==> src/rtl/irq_redir_pkg.sv <==
package irq_redir_pkg;

  typedef struct packed {
    logic [7:0] dest;
    logic       mask;
    logic       level;
    logic       logical;
  } rte_t;

  localparam rte_t RTE_RESET = '{dest: 8'h00, mask: 1'b1, level: 1'b0, logical: 1'b0};

  localparam logic [7:0] IDX_ID       = 8'h00;
  localparam logic [7:0] IDX_VER      = 8'h01;
  localparam logic [7:0] IDX_ARB      = 8'h02;
  localparam logic [7:0] IDX_RTE_BASE = 8'h10;
  localparam logic [7:0] VER_NUM      = 8'h11;

  localparam int unsigned BIT_MASK    = 16;
  localparam int unsigned BIT_LEVEL   = 15;
  localparam int unsigned BIT_LOGICAL = 11;

  function automatic logic [31:0] rte_lo_word(rte_t e);
    return {15'd0, e.mask, e.level, 3'd0, e.logical, 11'd0};
  endfunction

  function automatic logic [31:0] rte_hi_word(rte_t e);
    return {e.dest, 24'd0};
  endfunction

  function automatic logic [7:0] fmt_dest(rte_t e);
    return e.logical ? e.dest : {4'h0, e.dest[3:0]};
  endfunction

  function automatic logic [31:0] ver_word(int unsigned n_ent);
    logic [7:0] top_ent;
    top_ent = 8'(n_ent - 1);
    return {8'd0, top_ent, 8'd0, VER_NUM};
  endfunction

endpackage

==> src/rtl/irq_regfile.sv <==
module irq_regfile
  import irq_redir_pkg::*;
#(
  parameter int unsigned NUM_ENT = 7,
  parameter int unsigned IDX_W   = 8,
  parameter int unsigned DW      = 32
) (
  input  logic                      clk,
  input  logic                      rst_n,
  input  logic                      idx_we,
  input  logic [IDX_W-1:0]          idx_wdata,
  input  logic                      win_we,
  input  logic [DW-1:0]             win_wdata,
  output logic [DW-1:0]             win_rdata,
  output logic [IDX_W-1:0]          cur_idx,
  output rte_t [NUM_ENT-1:0]        entries,
  output logic [NUM_ENT-1:0]        unmask_pulse
);

  localparam int unsigned RTE_BASE = 32'(IDX_RTE_BASE);
  localparam int unsigned RTE_LAST = RTE_BASE + 2 * NUM_ENT - 1;

  logic [IDX_W-1:0] idx_q;
  logic [7:0]       id_q;
  logic [7:0]       arb_q;
  logic [IDX_W-1:0] off;
  logic [IDX_W-2:0] ent_num;
  logic             in_rte;
  logic             is_hi;

  assign cur_idx = idx_q;
  assign off     = idx_q - IDX_W'(RTE_BASE);
  assign ent_num = off[IDX_W-1:1];
  assign is_hi   = off[0];
  assign in_rte  = (32'(idx_q) >= RTE_BASE) && (32'(idx_q) <= RTE_LAST);

  always_ff @(posedge clk or negedge rst_n) begin
    if (!rst_n) begin
      idx_q <= '0;
      id_q  <= '0;
      arb_q <= '0;
    end else begin
      if (idx_we) idx_q <= idx_wdata;
      if (win_we && idx_q == IDX_W'(IDX_ID))  id_q  <= win_wdata[31:24];
      if (win_we && idx_q == IDX_W'(IDX_ARB)) arb_q <= win_wdata[31:24];
    end
  end

  for (genvar i = 0; i < NUM_ENT; i++) begin : g_ent
    logic sel, wr_lo, wr_hi;
    assign sel   = win_we && in_rte && (ent_num == (IDX_W-1)'(i));
    assign wr_lo = sel && !is_hi;
    assign wr_hi = sel && is_hi;
    assign unmask_pulse[i] = wr_lo && entries[i].mask && !win_wdata[BIT_MASK];

    always_ff @(posedge clk or negedge rst_n) begin
      if (!rst_n) begin
        entries[i] <= RTE_RESET;
      end else begin
        if (wr_lo) begin
          entries[i].mask    <= win_wdata[BIT_MASK];
          entries[i].level   <= win_wdata[BIT_LEVEL];
          entries[i].logical <= win_wdata[BIT_LOGICAL];
        end
        if (wr_hi) entries[i].dest <= win_wdata[31:24];
      end
    end
  end

  always_comb begin
    win_rdata = '0;
    if (idx_q == IDX_W'(IDX_ID)) begin
      win_rdata = {id_q, 24'd0};
    end else if (idx_q == IDX_W'(IDX_VER)) begin
      win_rdata = ver_word(NUM_ENT);
    end else if (idx_q == IDX_W'(IDX_ARB)) begin
      win_rdata = {arb_q, 24'd0};
    end else if (in_rte) begin
      for (int j = 0; j < NUM_ENT; j++) begin
        if (ent_num == (IDX_W-1)'(j))
          win_rdata = is_hi ? rte_hi_word(entries[j]) : rte_lo_word(entries[j]);
      end
    end
  end

endmodule

==> src/rtl/irq_trigger.sv <==
module irq_trigger #(
  parameter int unsigned NUM_ENT = 7
) (
  input  logic               clk,
  input  logic               rst_n,
  input  logic [NUM_ENT-1:0] irq_in,
  input  logic [NUM_ENT-1:0] mask_vec,
  input  logic [NUM_ENT-1:0] level_vec,
  input  logic [NUM_ENT-1:0] unmask_pulse,
  input  logic [NUM_ENT-1:0] acc_vec,
  output logic [NUM_ENT-1:0] req_vec,
  output logic [NUM_ENT-1:0] pend_vec
);

  for (genvar i = 0; i < NUM_ENT; i++) begin : g_line
    logic prev_q, pend_q, armed_q, rise;

    assign rise = irq_in[i] && !prev_q;

    always_ff @(posedge clk or negedge rst_n) begin
      if (!rst_n) begin
        prev_q  <= 1'b0;
        pend_q  <= 1'b0;
        armed_q <= 1'b1;
      end else begin
        prev_q <= irq_in[i];
        if (rise && !mask_vec[i] && !level_vec[i]) pend_q <= 1'b1;
        else if (acc_vec[i])                       pend_q <= 1'b0;
        if (!irq_in[i])          armed_q <= 1'b1;
        else if (acc_vec[i])     armed_q <= 1'b0;
        else if (unmask_pulse[i]) armed_q <= 1'b1;
      end
    end

    assign pend_vec[i] = pend_q;
    assign req_vec[i]  = !mask_vec[i] &&
                         (level_vec[i] ? (irq_in[i] && armed_q) : pend_q);
  end

endmodule

==> src/rtl/irq_arbiter.sv <==
module irq_arbiter
  import irq_redir_pkg::*;
#(
  parameter int unsigned NUM_ENT = 7,
  parameter int unsigned ENT_W   = 3
) (
  input  logic               clk,
  input  logic               rst_n,
  input  logic [NUM_ENT-1:0] req_vec,
  input  rte_t [NUM_ENT-1:0] entries,
  input  logic               req_ready,
  output logic               req_valid,
  output logic [ENT_W-1:0]   req_entry,
  output logic [7:0]         req_dest,
  output logic               req_logical,
  output logic [NUM_ENT-1:0] acc_vec,
  output logic               arb_load,
  output logic [ENT_W-1:0]   load_idx
);

  logic any_req;

  always_comb begin
    any_req  = 1'b0;
    load_idx = '0;
    for (int k = NUM_ENT - 1; k >= 0; k--) begin
      if (req_vec[k]) begin
        any_req  = 1'b1;
        load_idx = ENT_W'(k);
      end
    end
  end

  assign arb_load = any_req && !req_valid;

  always_comb begin
    acc_vec = '0;
    if (req_valid && req_ready) acc_vec[req_entry] = 1'b1;
  end

  always_ff @(posedge clk or negedge rst_n) begin
    if (!rst_n) begin
      req_valid   <= 1'b0;
      req_entry   <= '0;
      req_dest    <= '0;
      req_logical <= 1'b0;
    end else if (req_valid) begin
      if (req_ready) req_valid <= 1'b0;
    end else if (arb_load) begin
      req_valid   <= 1'b1;
      req_entry   <= load_idx;
      req_dest    <= fmt_dest(entries[load_idx]);
      req_logical <= entries[load_idx].logical;
    end
  end

endmodule

==> src/rtl/irq_redir_ctrl.sv <==
module irq_redir_ctrl
  import irq_redir_pkg::*;
#(
  parameter int unsigned NUM_ENT = 7,
  parameter int unsigned IDX_W   = 8,
  parameter int unsigned DW      = 32,
  localparam int unsigned ENT_W  = (NUM_ENT > 1) ? $clog2(NUM_ENT) : 1
) (
  input  logic               clk,
  input  logic               rst_n,
  input  logic               idx_we,
  input  logic [IDX_W-1:0]   idx_wdata,
  input  logic               win_we,
  input  logic [DW-1:0]      win_wdata,
  output logic [DW-1:0]      win_rdata,
  input  logic [NUM_ENT-1:0] irq_in,
  output logic               req_valid,
  input  logic               req_ready,
  output logic [7:0]         req_dest,
  output logic [ENT_W-1:0]   req_entry,
  output logic               req_logical
);

  rte_t [NUM_ENT-1:0] entries;
  logic [NUM_ENT-1:0] unmask_pulse;
  logic [NUM_ENT-1:0] mask_vec;
  logic [NUM_ENT-1:0] level_vec;
  logic [NUM_ENT-1:0] req_vec;
  logic [NUM_ENT-1:0] pend_vec;
  logic [NUM_ENT-1:0] acc_vec;
  logic [IDX_W-1:0]   cur_idx;
  logic               arb_load;
  logic [ENT_W-1:0]   load_idx;

  for (genvar i = 0; i < NUM_ENT; i++) begin : g_vec
    assign mask_vec[i]  = entries[i].mask;
    assign level_vec[i] = entries[i].level;
  end

  irq_regfile #(.NUM_ENT(NUM_ENT), .IDX_W(IDX_W), .DW(DW)) u_regs (
    .clk, .rst_n, .idx_we, .idx_wdata, .win_we, .win_wdata, .win_rdata,
    .cur_idx, .entries, .unmask_pulse
  );

  irq_trigger #(.NUM_ENT(NUM_ENT)) u_trig (
    .clk, .rst_n, .irq_in, .mask_vec, .level_vec, .unmask_pulse,
    .acc_vec, .req_vec, .pend_vec
  );

  irq_arbiter #(.NUM_ENT(NUM_ENT), .ENT_W(ENT_W)) u_arb (
    .clk, .rst_n, .req_vec, .entries, .req_ready, .req_valid, .req_entry,
    .req_dest, .req_logical, .acc_vec, .arb_load, .load_idx
  );

endmodule

==> config.mk <==
export PLATFORM = sky130hd
export DESIGN_NAME = irq_redir_ctrl
export DESIGN_NICKNAME = d
export VERILOG_FILES = /design/src/rtl/irq_redir_pkg.sv /design/src/rtl/irq_regfile.sv /design/src/rtl/irq_trigger.sv /design/src/rtl/irq_arbiter.sv /design/src/rtl/irq_redir_ctrl.sv
export SDC_FILE = /design/constraint.sdc
export NUM_CORES = 1
export LEC_CHECK = 0
export CORE_MARGIN = 5
export CORE_UTILIZATION = 55
export CTS_BUF_LIST = sky130_fd_sc_hd__clkbuf_4 sky130_fd_sc_hd__clkbuf_8
export DETAILED_ROUTE_END_ITERATION = 7
export PLACE_DENSITY = 0.8
export SLEW_MARGIN = 20
export SYNTH_ARGS = -nofsm -noshare
export SYNTH_HDL_FRONTEND = slang
export SYNTH_SLANG_ARGS = --single-unit
export TNS_END_PERCENT = 100
==> constraint.sdc <==
create_clock -name clk -period 3.95 [get_ports clk]
set_input_delay 0.79 -clock clk [delete_from_list [all_inputs] [get_ports clk]]
set_output_delay 0.79 -clock clk [all_outputs]
set_load 0.02 [all_outputs]
; ---- Word-level counts from Yosys, hierarchy flattened
; Index checks and enable logic that the tools add are counted.
[totals]
ff_bits = 135
latch_bits = 0
ram_bits = 0
romBits = 0
in_bits = 52
output_inout_bits = 45
wordCells = 272
memories = 0
[classes]
addsub = 1
mul = 0
div = 0
n_lt_le_gt_ge = 5
eq_ne = 15
shift = 0
n_mux = 83
n_bitwise = 1
n_reduce_logical = 111
[ops]
columns = operator, n
row1 = 2-to-1 mux 32 bit, 18
row2 = logical AND 1 bit, 77
row3 = 2-to-1 mux 1 bit, 53
row4 = binary-select mux 11 bit (select 3 bit), 1
row5 = logical NOT 1 bit, 24
row6 = equality test 7 x 3 -> 1 bit (second input constant), 3
row7 = 2-to-1 mux 3 bit, 7
row8 = inequality test 3 x 1 -> 1 bit (second input constant), 7
row9 = equality test 7 x 2 -> 1 bit (second input constant), 2
row10 = nonzero test 2 bit, 7
row11 = 2-to-1 mux 11 bit, 1
row12 = equality test 8 x 1 -> 1 bit (second input constant), 1
row13 = equality test 8 x 2 -> 1 bit (second input constant), 1
row14 = >= comparator 8 x 5 -> 1 bit (second input constant), 1
row15 = <= comparator 8 x 5 -> 1 bit (second input constant), 1
row16 = logical NOT 8 bit, 1
row17 = less-than comparator 3 x 4 -> 1 bit (second input constant), 2
row18 = 2-to-1 mux 8 bit, 1
row19 = subtractor 8 x 5 -> 8 bit (second input constant), 1
row20 = equality test 7 x 1 -> 1 bit (second input constant), 1
row21 = logical NOT 7 bit, 1
row22 = 2-to-1 mux 7 bit, 1
row23 = demux 1 bit (select 3 bit), 1
row24 = >= comparator 3 x 1 -> 1 bit (second input constant), 1
row25 = other kinds (2), 2

; ---- Logic depth before layout (Yosys ltp)
; Gate-level depths: netlist of run 1.
[logic_depth]
depth_word = 13
ltp_mapped = 10

; ---- Modules after synthesis
; A second synthesis of run 1 with hierarchy kept.
[hier_totals]
cells_unflattened = 700
area_unflattened_um2 = 7380.8
[by_module_without_submodules]
columns = mod, n_inst, cells_per_inst, area_each_um2, seq_area_each_um2
row1 = irq_regfile, 1, 451, 5312.6, 2536.2
row2 = irq_arbiter, 1, 165, 1174.9, 325.3
row3 = irq_trigger, 1, 84, 893.4, 534.3

; ---- Worst setup path after synthesis of run 1
; Ideal clock, no wire load.
[synth_path]
path_kind = register to output
start = register u_regs.idx_q[5] (netlist: u_regs.cur_idx[5])
end = output win_rdata[29]
arrival_time_ns = 2.338
required_time_ns = 3.160
setup_slack_ns = 0.822
stages_incl_launch_ff = 10
n_path_buf = 0
path_cell_list = dfrtp_1 -> inv_1 -> ha_1 -> xor2_1 -> nor4_4 -> nand2_1 -> nor2_2 -> a32oi_1 -> a21o_1 -> o21ai_0
[synth_between]
elab_chain_len = 13
elab_cells_between_ends = 25
cone_classes = add/sub: 1 / order compare: 2 / eq/ne: 8 / mux: 11 / reduce/logical: 3
[synth_rtl]
columns = item, line_no
row1 = start: declaration, irq_regfile.sv:23  ; logic [IDX_W-1:0] idx_q;
row2 = start signal: assignment, irq_regfile.sv:43  ; if (idx_we) idx_q <= idx_wdata;
row3 = subtractor 8 x 5 -> 8 bit, irq_regfile.sv:32  ; assign off = idx_q - IDX_W'(RTE_BASE);
row4 = logical NOT 7 bit, irq_regfile.sv:80  ; if (ent_num == (IDX_W-1)'(j))
row5 = 2-to-1 mux 32 bit (7 in a row), irq_regfile.sv:80
row6 = 2-to-1 mux 32 bit, irq_regfile.sv:78  ; end else if (in_rte) begin
row7 = 2-to-1 mux 32 bit, irq_regfile.sv:76  ; end else if (idx_q == IDX_W'(IDX_ARB)) begin
row8 = 2-to-1 mux 32 bit, irq_regfile.sv:74  ; end else if (idx_q == IDX_W'(IDX_VER)) begin
row9 = 2-to-1 mux 32 bit *, irq_regfile.sv:72  ; if (idx_q == IDX_W'(IDX_ID)) begin
row10 = end: declaration, irq_redir_ctrl.sv:15  ; output logic [DW-1:0] win_rdata,
; Every way passes the cells marked *; elsewhere a longest branch is shown, timed or not.

; ---- Final worst setup path of run 1
[layout_path]
start = register u_regs.idx_q[3] (netlist: u_regs.cur_idx[3])
end = output win_rdata[15]
; The elaborated chain is that of the path after synthesis.

==> results.sh, run 1 <==
export IMPL_outcome="finished, final reports clean"
export IMPL_tightest_slew_ns=0.714
export IMPL_ctsHoldBuffers=0
export IMPL_final_cell_mix="120 x dfrtp_1, 104 x mux2_2, 47 x nand2_1, 47 x clkdlybuf4s50_1, 45 x o21ai_0"
export IMPL_clkSinkCount=135
export IMPL_drive_gt1_frac=0.300
export IMPL_final_common_cell="dfrtp_1"
export IMPL_endpoint_kind="output port"
export IMPL_grt_usage=0.253
export IMPL_gp_congestion=0.897
export IMPL_drv_cap=0
export IMPL_slowest_stage="clkdlybuf4s50_1"
export IMPL_root_buffer="clkbuf_8"
export IMPL_max_slew_margin=0.521
export IMPL_grt_pass1_vias=5836
export IMPL_layout_area_seq_um2=3400
export IMPL_antenna_left=0
export IMPL_cts_buffer_depth=2
export IMPL_cp_start_kind="flip-flop"
export IMPL_tns_ns=0
export IMPL_synth_edff_count=0
export IMPL_slowest_delay_ns=0.64
export IMPL_area_delta_synth_final_pct=16.6
export IMPL_place_hpwl_mm=13.3
export IMPL_hold_violations=0
export IMPL_coreArea_um2=13100
export IMPL_slew_viol_final=0
export IMPL_crit_type="flip-flop to output port"
export IMPL_htree_levels=4
export IMPL_grt_ovfl_total=0
export IMPL_num_vias=5848
export IMPL_first_pass_iters=5
export IMPL_rsz0062_at_grt="no"
export IMPL_cp_data_required_time_ns=3.16
export IMPL_yosysWarnings=0
export IMPL_worstPathCellList="nor4_1, nand3b_1, a221oi_4, buf_4, nand2_1, nor3_1, clkdlybuf4s50_1"
export IMPL_finalClockSkew_ns=0.0146
export IMPL_dp_slack_ns=0.232
export IMPL_multi_input_area_um2=3690
export IMPL_ios=97
export IMPL_synth_distinct_cells=69
export IMPL_io_buffers=58
export IMPL_drc=0
export IMPL_wl_mm=19.5
export IMPL_ys_ff_latch=135
export IMPL_hold_path_class="input port to asynchronous set/reset pin"
export IMPL_routedWlPerCell_um=21.5
export IMPL_clk_latency_ns=0.47
export IMPL_reg2reg_slack_ns=1.08
export IMPL_die_h_um=125
export IMPL_synthArstFlopShare=1.00
export IMPL_path_buf_inv=2
export IMPL_dieArea_um2=15700
export IMPL_initial_core_util=0.555
export IMPL_die_w_um=125
export IMPL_cts_tree="built"
export IMPL_synth_area_um2=7290
export IMPL_grt_max_degree=92
export IMPL_drtIter0Drc=714
export IMPL_crit_arrival_ns=3.00
export IMPL_max_vdd_ir_drop_v=0.000282
export IMPL_clk_pin_slew_ns=0.08
export IMPL_timing_final_crit_share=0.959
export IMPL_grt_pass1_wl_mm=31.5
export IMPL_cp_top_family="buffers and inverters"
export IMPL_p_per_area_nw_per_um2=383
export IMPL_critPathMaxFanout=13
export IMPL_syn_inst=646
export IMPL_avgViaCountPerCell=6.45
export IMPL_synth_seq_area_share=0.466
export IMPL_cts_buffers=17
export IMPL_leakage_uw=0.00371
export IMPL_nFillCells=1038
export IMPL_fmax_ghz=0.264
export IMPL_layout_nets=772
export IMPL_num_antenna_cells=0
export IMPL_avgSynthCellArea_um2=11.3
export IMPL_setup_violations_final=0
export IMPL_finalWorstSetupSlack_ns=0.161
export IMPL_rows=42
export IMPL_synthFlopType="dfrtp_1"
export IMPL_antenna_found_initial=0
export IMPL_finalCriticalPeriod_ns=3.79
area by class of cell:
cell class | instances | share of cell area
clock inverter | 10 | 0.0141
multi-input combinational | 472 | 0.434
tap | 176 | 0.0259
clock buffer | 22 | 0.0334
inverter | 12 | 0.00530
timing repair buffer | 80 | 0.0878
sequential | 135 | 0.399
flip-flops by register name, summed over array words and instances, names as in the netlist, 3 cells and up:
| register | flops |
|---|---|
| u_arb.req_dest | 8 |
| u_arb.req_entry | 3 |
| u_regs.arb_q | 8 |
| u_regs.cur_idx | 8 |
| u_regs.entries | 77 |
| u_regs.id_q | 8 |
| u_trig.g_line.armed_q | 7 |
| u_trig.g_line.pend_q | 7 |
| u_trig.g_line.prev_q | 7 |
metrics by stage:
step	hold slack, ns	util	std cells	total power (µW)	cell area (µm²)
floorplan	0.396	-	662	1880	7350
global placement	0.407	0.612	873	2060	8040
detailed placement	0.409	0.612	873	2090	8040
CTS	0.325	0.645	907	3250	8480
global route	0.365	0.647	907	3380	8500
finish	0.317	0.647	907	3260	8500
final timing paths:
path	start	cells after the start	endpoint
setup / recovery	u_regs.cur_idx[3]$_DFFE_PN0P_	7	win_rdata[15]
hold / removal	rst_n	1	u_trig.g_line[0].pend_q$_DFFE_PN0P_
setup reg to reg	u_trig.g_line[1].armed_q$_DFFE_PN1P_	8	u_arb.req_dest[2]$_DFFE_PN0P_
hold reg to reg	u_trig.g_line[6].prev_q$_DFF_PN0_	1	u_trig.g_line[6].pend_q$_DFFE_PN0P_
max in group asynchronous	rst_n	2	u_regs.entries[46]$_DFFE_PN1N_
min in group clk	u_trig.g_line[6].prev_q$_DFF_PN0_	1	u_trig.g_line[6].pend_q$_DFFE_PN0P_
power breakdown:
part,switching (µW),internal [µW]
registers,64.4,1450
clock network,555,617
logic,364,207
routing by layer:
layer	vias up	GRT usage	routed length (µm)	share of wire
met4	0	0.110	559	0.029
met1	2916	0.339	8060	0.41
met2	335	0.399	9240	0.47
met5	-	0	0	0
li1	2539	-	-	-
met3	58	0.0571	1620	0.083
repair_timing:
action,4_1_cts,5_1_grt
buffers inserted,2,0
gates resized for setup,18,5
pin swaps,1,0
endpoints found under the setup margin,9,7
synth_stat cells, drive strengths merged, types with 7 or more instances:
cell type	number	area [µm²]
buf	38	258
a31oi	8	50.1
dfrtp	121	3030
a21oi	22	151
dfstp	14	368
nor2	39	171
a22oi	21	158
nand2	49	191
nor3	13	103
nand3	30	168
a211oi	7	52.6
a221o	10	100
a21o	9	67.6
o41ai	7	68.8
a2111oi	7	61.3
mux2	105	1180
mux2i	11	110
inv	11	41.3
nand2b	9	56.3
o21ai	47	235
and2	7	43.8
kinds of logic (layout without fill, tap and decap cells):
family | count (synthesis) | count (layout) | synth area share
adders and majority gates | 2 | 2 | 0.00343
buffers and inverters | 55 | 124 | 0.0441
and+or+nand+nor | 174 | 174 | 0.138
AOI/OAI and AO/OA | 159 | 159 | 0.161
xor gates and xnor gates | 1 | 1 | 0.00120
other | 1 | 17 | 0.000514
muxes | 119 | 119 | 0.187
DFF | 135 | 135 | 0.466
Note: power is estimated with default switching activity, not from simulation.
==> inputs of run 2 (changes only) <==
Settings changed: CTS_CLUSTER_SIZE set to 24.
==> results of run 2 <==
No change in the layout: final DEF, timing and power equal those of run 1.
==> inputs of run 3 (changes only) <==
Settings changed: CELL_PAD_IN_SITES_DETAIL_PLACEMENT set to 1, CELL_PAD_IN_SITES_GLOBAL_PLACEMENT set to 2, CORE_UTILIZATION 55 to 38, PLACE_DENSITY 0.8 to 0.83.
==> run 3 against run 2 <==
Against the previous run: sequential share of layout area fell by 0.69 points; fmax rose by 0.96%; critical path depth grew 5; critical endpoint is now win_rdata[26]; sequential power about the same; via count shrank 3.7%; largest power group unchanged; hold slack improved by 0.066 ns; cell count up 6.8%.
==> results.sh, run 3 (synthesis gave the netlist of run 1 again) <==
export IMPL_outcome="finished, final reports clean"
export IMPL_final_util=0.461
export IMPL_wl_met2_mm=11.1
export IMPL_tightest_slew_ns=0.835
export IMPL_fmax_ghz=0.266
export IMPL_drive_gt1_frac=0.313
export IMPL_cp_endpoint="win_rdata[26]"
export IMPL_die_w_um=149
export IMPL_routedWlPerCell_um=22.6
export IMPL_area_delta_synth_final_pct=18.7
export IMPL_htree_levels=4
export IMPL_critPathMaxFanout=5
export IMPL_root_buffer="clkbuf_8"
export IMPL_gp_congestion=0.859
export IMPL_timing_final_crit_share=0.950
export IMPL_antenna_left=0
export IMPL_first_pass_iters=4
export IMPL_io_buffers=58
export IMPL_place_hpwl_mm=15.9
export IMPL_cp_top_family="buffers and inverters"
export IMPL_drc=0
export IMPL_crit_type="flip-flop to output port"
export IMPL_cp_data_required_time_ns=3.16
export IMPL_hold_path_class="input port to asynchronous set/reset pin"
export IMPL_ctsHoldBuffers=0
export IMPL_max_slew_margin=0.439
export IMPL_worstPathCellList="inv_1, ha_2, xor2_2, nor4_4, nand2_4, nor2_4, buf_4, buf_4, a22oi_1, a22oi_1, a221o_1, clkdlybuf4s15_1"
export IMPL_initial_core_util=0.388
export IMPL_place_area_um2=8120
export IMPL_reg2reg_slack_ns=1.17
export IMPL_path_buf_inv=4
export IMPL_largest_register="u_regs.entries"
export IMPL_final_cell_mix="120 x dfrtp_1, 104 x mux2_2, 48 x clkdlybuf4s50_1"
export IMPL_dr_wl_met3_um=670
export IMPL_finalClockSkew_ns=0.0119
export IMPL_tns_ns=0
export IMPL_max_vdd_ir_drop_v=0.000217
export IMPL_final_common_cell="dfrtp_1"
export IMPL_clk_pin_slew_ns=0.09
export IMPL_grt_usage=0.203
export IMPL_coreArea_um2=18800
export IMPL_setup_violations_final=0
export IMPL_fin_area_um2=8650
export IMPL_wl_mm=21.9
export IMPL_route_layer_met1_wl_mm=9.63
export IMPL_drv_cap=0
export IMPL_finalNonFillerCells=969
export IMPL_clkSinkCount=135
export IMPL_grt_max_degree=81
export IMPL_grt_ovfl_total=0
export IMPL_grt_pass1_wl_mm=35.3
export IMPL_num_antenna_cells=0
export IMPL_grt_pass1_vias=6260
export IMPL_p_per_area_nw_per_um2=390
export IMPL_layout_nets=776
export IMPL_die_h_um=149
export IMPL_crit_arrival_ns=2.96
export IMPL_multi_input_area_um2=3700
export IMPL_rows=50
export IMPL_avgViaCountPerCell=5.81
export IMPL_slowest_delay_ns=0.41
export IMPL_largest_register_ffs=77
export IMPL_num_vias=5631
export IMPL_nFillCells=2052
export IMPL_drtIter0Drc=253
export IMPL_cp_startpoint="u_regs.cur_idx[5]$_DFFE_PN0P_"
export IMPL_slew_viol_final=0
export IMPL_topRoutingLayerUsed="met4"
export IMPL_dp_slack_ns=0.224
export IMPL_r2r_end="u_arb.req_dest[4]$_DFFE_PN0P_"
export IMPL_finalCriticalPeriod_ns=3.75
export IMPL_cp_start_kind="flip-flop"
export IMPL_path_depth=12
export IMPL_r2r_cells=7
export IMPL_cts_tree="built"
export IMPL_cts_buffer_depth=2
export IMPL_cts_buffers=17
export IMPL_dp_cells=932
export IMPL_slowest_stage="dfrtp_1"
export IMPL_layout_area_seq_um2=3400
export IMPL_reg2reg_from="u_regs.entries[13]$_DFFE_PN1N_"
export IMPL_hold_violations=0
export IMPL_endpoint_kind="output port"
export IMPL_clk_latency_ns=0.46
export IMPL_ios=97
export IMPL_leakage_uw=0.00375
export IMPL_dieArea_um2=22100
export IMPL_antenna_found_initial=0
export IMPL_finalWorstSetupSlack_ns=0.197
==> run 3: how the worst min path moves through the flow <==
stage / from / slack, ns / cells past startpoint / to
floorplan: u_trig.g_line[1].prev_q$_DFF_PN0_ / 0.40 / 1 / u_trig.g_line[1].pend_q$_DFFE_PN0P_
global placement: u_trig.g_line[5].prev_q$_DFF_PN0_ / 0.41 / 1 / u_trig.g_line[5].pend_q$_DFFE_PN0P_
detailed placement: u_trig.g_line[6].prev_q$_DFF_PN0_ / 0.42 / 1 / u_trig.g_line[6].pend_q$_DFFE_PN0P_
CTS: rst_n / 0.39 / 1 / u_trig.g_line[0].pend_q$_DFFE_PN0P_
global route: rst_n / 0.43 / 1 / u_trig.g_line[1].prev_q$_DFF_PN0_
finish: rst_n / 0.38 / 1 / u_trig.g_line[0].pend_q$_DFFE_PN0P_
==> run 3: area by class of cell <==
type | count | area share
clock buffer | 20 | 0.0311
tap | 234 | 0.0338
sequential | 135 | 0.393
inverter | 12 | 0.00564
clock inverter | 12 | 0.0191
timing repair buffer | 84 | 0.0901
multi-input combinational | 472 | 0.428
==> run 3: layer usage <==
| layer | GRT usage | up-vias |
|---|---|---|
| li1 | - | 2546 |
| met1 | 0.259 | 2949 |
| met2 | 0.349 | 110 |
| met3 | 0.0402 | 26 |
| met4 | 0.0624 | 0 |
| met5 | 0 | - |
==> run 3: where the power goes <==
part | internal, µW | switching [µW] | total [µW] | leakage, µW
combinational | 214 | 377 | 590 | 0.00178
sequential | 1450 | 64.1 | 1510 | 0.00175
clock | 675 | 595 | 1270 | 0.000210
==> run 3: repair_timing <==
| action | in CTS | in global routing |
|---|---|---|
| pin swaps | 1 | 3 |
| resized for setup | 20 | 15 |
| setup endpoints to repair | 10 | 6 |
| setup buffers | 1 | 4 |
| hold endpoints to repair | 0 | 0 |
==> run 3: stage by stage <==
step / hold slack [ns] / power [µW]
after floorplan: 0.396 / 1880
after global placement: 0.406 / 2100
after detailed placement: 0.417 / 2120
after CTS: 0.394 / 3400
after global routing: 0.429 / 3520
final: 0.383 / 3380
